===== src/rtl/iir_bp_pkg.sv =====
package iir_bp_pkg;
  localparam int unsigned SAMPLE_W_DEF = 8;
  localparam int unsigned WORK_W_DEF   = 24;
  localparam int unsigned COEF_W_DEF   = 10;
  localparam int unsigned FRAC_W_DEF   = 8;
  localparam int unsigned NTERM        = 3;
  typedef enum logic [1:0] {TERM_IN = 2'd0, TERM_FB1 = 2'd1, TERM_FB2 = 2'd2} term_e;
endpackage


===== src/rtl/iir_prescale.sv =====
module iir_prescale #(
  parameter int unsigned SAMPLE_W = 8,
  parameter int unsigned WORK_W   = 24
) (
  input  logic signed [SAMPLE_W-1:0] smp,
  output logic signed [WORK_W-1:0]   scaled
);
  localparam int unsigned PAD_W = WORK_W - SAMPLE_W;
  assign scaled = {smp, {PAD_W{1'b0}}};
endmodule


===== src/rtl/iir_mac.sv =====
module iir_mac #(
  parameter int unsigned WORK_W = 24,
  parameter int unsigned COEF_W = 10,
  parameter int unsigned FRAC_W = 8,
  parameter int unsigned NT     = 3
) (
  input  logic signed [COEF_W-1:0] coef [NT],
  input  logic signed [WORK_W-1:0] opnd [NT],
  output logic signed [WORK_W-1:0] result,
  output logic                     clamped
);
  localparam int unsigned SUM_W = WORK_W + COEF_W + $clog2(NT) + 1;
  localparam logic signed [SUM_W-1:0] HI = {{(SUM_W-WORK_W+1){1'b0}}, {(WORK_W-1){1'b1}}};
  localparam logic signed [SUM_W-1:0] LO = {{(SUM_W-WORK_W+1){1'b1}}, {(WORK_W-1){1'b0}}};

  logic signed [SUM_W-1:0] prod [NT];
  logic signed [SUM_W-1:0] sum;
  logic signed [SUM_W-1:0] quot;

  for (genvar i = 0; i < NT; i++) begin : g_prod
    assign prod[i] = SUM_W'(coef[i]) * SUM_W'(opnd[i]);
  end

  always_comb begin
    sum = '0;
    for (int i = 0; i < NT; i++) sum = sum + prod[i];
  end

  assign quot = sum >>> FRAC_W;

  always_comb begin
    clamped = 1'b0;
    result  = quot[WORK_W-1:0];
    if (quot > HI) begin
      clamped = 1'b1;
      result  = HI[WORK_W-1:0];
    end else if (quot < LO) begin
      clamped = 1'b1;
      result  = LO[WORK_W-1:0];
    end
  end

  logic signed [SUM_W-1:0] rem;
  assign rem = sum - (SUM_W'(result) <<< FRAC_W);

  always_comb begin
    if (!clamped) begin
      floor_rem_chk: assert (rem >= 0 && rem < (SUM_W'(1) <<< FRAC_W));
    end
  end
endmodule


===== src/rtl/iir_state.sv =====
module iir_state #(
  parameter int unsigned WORK_W = 24
) (
  input  logic                     clk,
  input  logic                     rst_n,
  input  logic                     en,
  input  logic signed [WORK_W-1:0] nxt,
  output logic signed [WORK_W-1:0] cur_q,
  output logic signed [WORK_W-1:0] old_q
);
  logic signed [WORK_W-1:0] cur_d, old_d;

  always_comb begin
    cur_d = cur_q;
    old_d = old_q;
    if (en) begin
      cur_d = nxt;
      old_d = cur_q;
    end
  end

  always_ff @(posedge clk or negedge rst_n) begin
    if (!rst_n) begin
      cur_q <= '0;
      old_q <= '0;
    end else begin
      cur_q <= cur_d;
      old_q <= old_d;
    end
  end


  old_takes_cur_chk: assert property (@(posedge clk) disable iff (!rst_n)
    en |=> old_q == $past(cur_q));

  idle_hold_chk: assert property (@(posedge clk) disable iff (!rst_n)
    !en |=> ($stable(cur_q) && $stable(old_q)));
endmodule


===== src/rtl/iir_bp_section.sv =====
module iir_bp_section
  import iir_bp_pkg::*;
#(
  parameter int unsigned SAMPLE_W = SAMPLE_W_DEF,
  parameter int unsigned WORK_W   = WORK_W_DEF,
  parameter int unsigned COEF_W   = COEF_W_DEF,
  parameter int unsigned FRAC_W   = FRAC_W_DEF,
  parameter int          GAIN_B0  = 26,
  parameter int          FB_A1    = 230,
  parameter int          FB_A2    = -207
) (
  input  logic                clk,
  input  logic                rst_n,
  input  logic                in_valid,
  input  logic [SAMPLE_W-1:0] in_sample,
  output logic                out_valid,
  output logic [WORK_W-1:0]   out_data
);
  logic signed [WORK_W-1:0] x_scaled, w_next, w_cur, w_old;
  logic signed [COEF_W-1:0] coef_v [NTERM];
  logic signed [WORK_W-1:0] opnd_v [NTERM];
  logic                     w_clamped;
  logic                     vld_q, vld_d;
  logic signed [WORK_W:0]   diff;

  iir_prescale #(.SAMPLE_W(SAMPLE_W), .WORK_W(WORK_W)) u_pre (
    .smp(in_sample), .scaled(x_scaled));

  assign coef_v[TERM_IN]  = COEF_W'(GAIN_B0);
  assign coef_v[TERM_FB1] = COEF_W'(FB_A1);
  assign coef_v[TERM_FB2] = COEF_W'(FB_A2);
  assign opnd_v[TERM_IN]  = x_scaled;
  assign opnd_v[TERM_FB1] = w_cur;
  assign opnd_v[TERM_FB2] = w_old;

  iir_mac #(.WORK_W(WORK_W), .COEF_W(COEF_W), .FRAC_W(FRAC_W), .NT(NTERM)) u_mac (
    .coef(coef_v), .opnd(opnd_v), .result(w_next), .clamped(w_clamped));

  iir_state #(.WORK_W(WORK_W)) u_state (
    .clk(clk), .rst_n(rst_n), .en(in_valid), .nxt(w_next),
    .cur_q(w_cur), .old_q(w_old));

  assign diff = {w_cur[WORK_W-1], w_cur} - {w_old[WORK_W-1], w_old};

  always_comb begin
    if (diff[WORK_W] != diff[WORK_W-1])
      out_data = diff[WORK_W] ? {1'b1, {(WORK_W-1){1'b0}}} : {1'b0, {(WORK_W-1){1'b1}}};
    else
      out_data = diff[WORK_W-1:0];
  end

  assign vld_d = in_valid;
  always_ff @(posedge clk or negedge rst_n) begin
    if (!rst_n) vld_q <= 1'b0;
    else        vld_q <= vld_d;
  end
  assign out_valid = vld_q;


  valid_follow_chk: assert property (@(posedge clk) disable iff (!rst_n)
    in_valid |=> out_valid);

  valid_quiet_chk: assert property (@(posedge clk) disable iff (!rst_n)
    !in_valid |=> !out_valid);

  out_hold_chk: assert property (@(posedge clk) disable iff (!rst_n)
    !in_valid |=> $stable(out_data));
endmodule


===== config.mk =====
export PLATFORM = sky130hd
export DESIGN_NAME = iir_bp_section
export DESIGN_NICKNAME = d
export VERILOG_FILES = /design/src/rtl/iir_bp_pkg.sv /design/src/rtl/iir_prescale.sv /design/src/rtl/iir_mac.sv /design/src/rtl/iir_state.sv /design/src/rtl/iir_bp_section.sv
export SDC_FILE = /design/constraint.sdc
export NUM_CORES = 1
export LEC_CHECK = 0
export CORE_UTILIZATION = 55
export DETAILED_ROUTE_END_ITERATION = 16
export GPL_TIMING_DRIVEN = 0
export HOLD_SLACK_MARGIN = 0.02
export MAX_ROUTING_LAYER = met4
export PLACE_DENSITY = 0.71
export SLEW_MARGIN = 0
export SYNTH_ARGS = -nofsm -noshare
export SYNTH_HDL_FRONTEND = slang
export SYNTH_HIERARCHICAL = 1
export SYNTH_SLANG_ARGS = --single-unit

===== constraint.sdc =====
create_clock -name clk -period 14.6 [get_ports clk]
set_input_delay 1.46 -clock clk [delete_from_list [all_inputs] [get_ports clk]]
set_output_delay 1.46 -clock clk [all_outputs]
set_load 0.01 [all_outputs]

==> impl_metrics.yaml <==
clock_tree:
  path_clk_slew_ns: 0.07
  numCtsBuffers: 5
  ctsLongestPathBuffers: 2
  clock_sinks: 49
  ctsRootBufferMaster: "clkbuf_16"
  htreeDepth: 2
  cts_resized: 0
  insertion_delay_ns: 0.30
  cts_setup_buffers: 0
  cts_hold_buf: 0
  cts_tree: "built"
timing:
  final_hold_viol_count: 0
  fmax_ghz: 0.0998
  tightest_slew_ns: 1.04
  rsz0062_at_grt: "no"
  drv_slew: 0
  post-route-period-util_pct: 68.6
  finClkSkew_ns: 0.00687
  hold_ws_ns: 0.531
  fin_crit_ns: 10.02
  slew_headroom_pct: 29.8
  setup_viol: 0
  tns_ns: 0
floorplanning:
  core.rowCount: 84
  ioPinCount: 36
  die_w_um: 233
  die_h_um: 233
  dieArea_mm2: 0.0541
  start_util_pct: 55.6
  coreArea_mm2: 0.0526
critical_path:
  critical_path.top_delay_family: "adder cells"
  slowest_delay_ns: 0.71
  worstPathRequired_ns: 14.84
  path_class: "in -> reg"
  worstPathMaxFanout: 10
  start_kind: "input pin"
  end_kind: "flip-flop"
  crit_path_frequent_cell: "fa_1"
  worst_path_max_delay_cell: "fa_1"
  worst-endpoint-arrival_ns: 10.26
  r2r_slack_ns: 5.40
  cp_num_buf_inv: 8
global_route:
  grt_max_degree: 41
  grt_pass1_vias: 22200
  grt_pass1_wl_mm: 116
  antenna_found_initial: 3
  grt_usage_pct: 29.1
  grt_overflow: 0
final_layout:
  layout-drive-gt1-share_pct: 3.16
  finish.net_count: 4353
  mostFrequentLayoutCells: "inv_1 (827), fa_1 (760), nand2_1 (470), and2_1 (221), conb_1 (200)"
  fin_util_pct: 59.5
  n_antenna_cell: 0
  syn2layout_area_growth_pct: 7.03
  final_common_cell: "inv_1"
logic_synthesis:
  ys_warn_count: 6
  synthCells: 3185
  synth_area_mm2: 0.0292
  synth_area_per_cell_um2: 9.17
detailed_routing:
  wirelength_mm: 70.6
  drtAntennaViolNets: 0
  drt_iter0_markers: 1288
  wl_per_cell_um: 17.2
  drtPass1Iterations: 6
  drc: 0
  num_vias: 20700
  vias_per_cell: 5.04
hold_path:
  hp-class: "reg -> reg"
placement:
  finalWeightedCongestion: 0.933
  dp_hpwl_mm: 62.4
  io_buffers: 27
flow_run:
  maxCapViolations: 0
status:
  status: "complete, no violations"
## metal layers
layer / wire length, um / track usage, %
met5: 0 / -
met3: 3630 / 3.11
met4: 2430 / 8.50
met2: 37600 / 51.6
met1: 27000 / 35.0
## area by class of cell
| class | count | area (um2) |
|---|---|---|
| repair buffers | 28 | 285 |
| plain buffers | 184 | 840 |
| clock buffers | 6 | 129 |
| fillers | 4678 | 21300 |
| multi-input cells | 2321 | 24800 |
| flip-flops and latches | 49 | 1230 |
| clock inverters | 2 | 38.8 |
| well taps | 688 | 861 |
| inverters | 828 | 3110 |
## metrics by stage
step / instance area [um2] / setup slack, ns / instances
floorplan: 30000 / 5.62 / 3382
global placement: 31100 / 4.52 / 4097
detailed placement: 31100 / 4.44 / 4098
CTS: 31300 / 4.74 / 4106
global route: 31300 / 4.12 / 4106
finish: 31300 / 4.58 / 4106
## path summary, 6_finish.rpt
| check | start | endpoint | cells after the start |
|---|---|---|---|
| min in group asynchronous | rst_n | out_valid$_DFF_PN0_ | 1 |
| min | u_state/old_q[13]$_DFFE_PN0P_ | u_state/old_q[13]$_DFFE_PN0P_ | 1 |
| max reg2reg | u_state/old_q[23]$_DFFE_PN0P_ | u_state/cur_q[3]$_DFFE_PN0P_ | 26 |
| max in group asynchronous | rst_n | u_state/old_q[17]$_DFFE_PN0P_ | 2 |
| min reg2reg | u_state/old_q[13]$_DFFE_PN0P_ | u_state/old_q[13]$_DFFE_PN0P_ | 1 |
| max | in_sample[7] | u_state/cur_q[3]$_DFFE_PN0P_ | 28 |
## sequential cells by signal (all words and copies together), names as in the netlist
register,flops
out_valid,1
u_state/old_q,24
u_state/cur_q,24
## worst reg2reg max path, delay by kind of cell, from the launching register on
kind                       cells  cell delay [ns]
and+or+nand+nor                3             0.94
xor gates and xnor gates       1             0.27
AOI/OAI and AO/OA              6             2.03
adders and majority gates      9             4.40
DFF                            1             0.40
buffers and inverters          6             0.96
muxes                          1             0.14
Power is left out: the tool's default activity adds up to more than one toggle a clock period on the data nets, which glitch-free logic cannot reach.
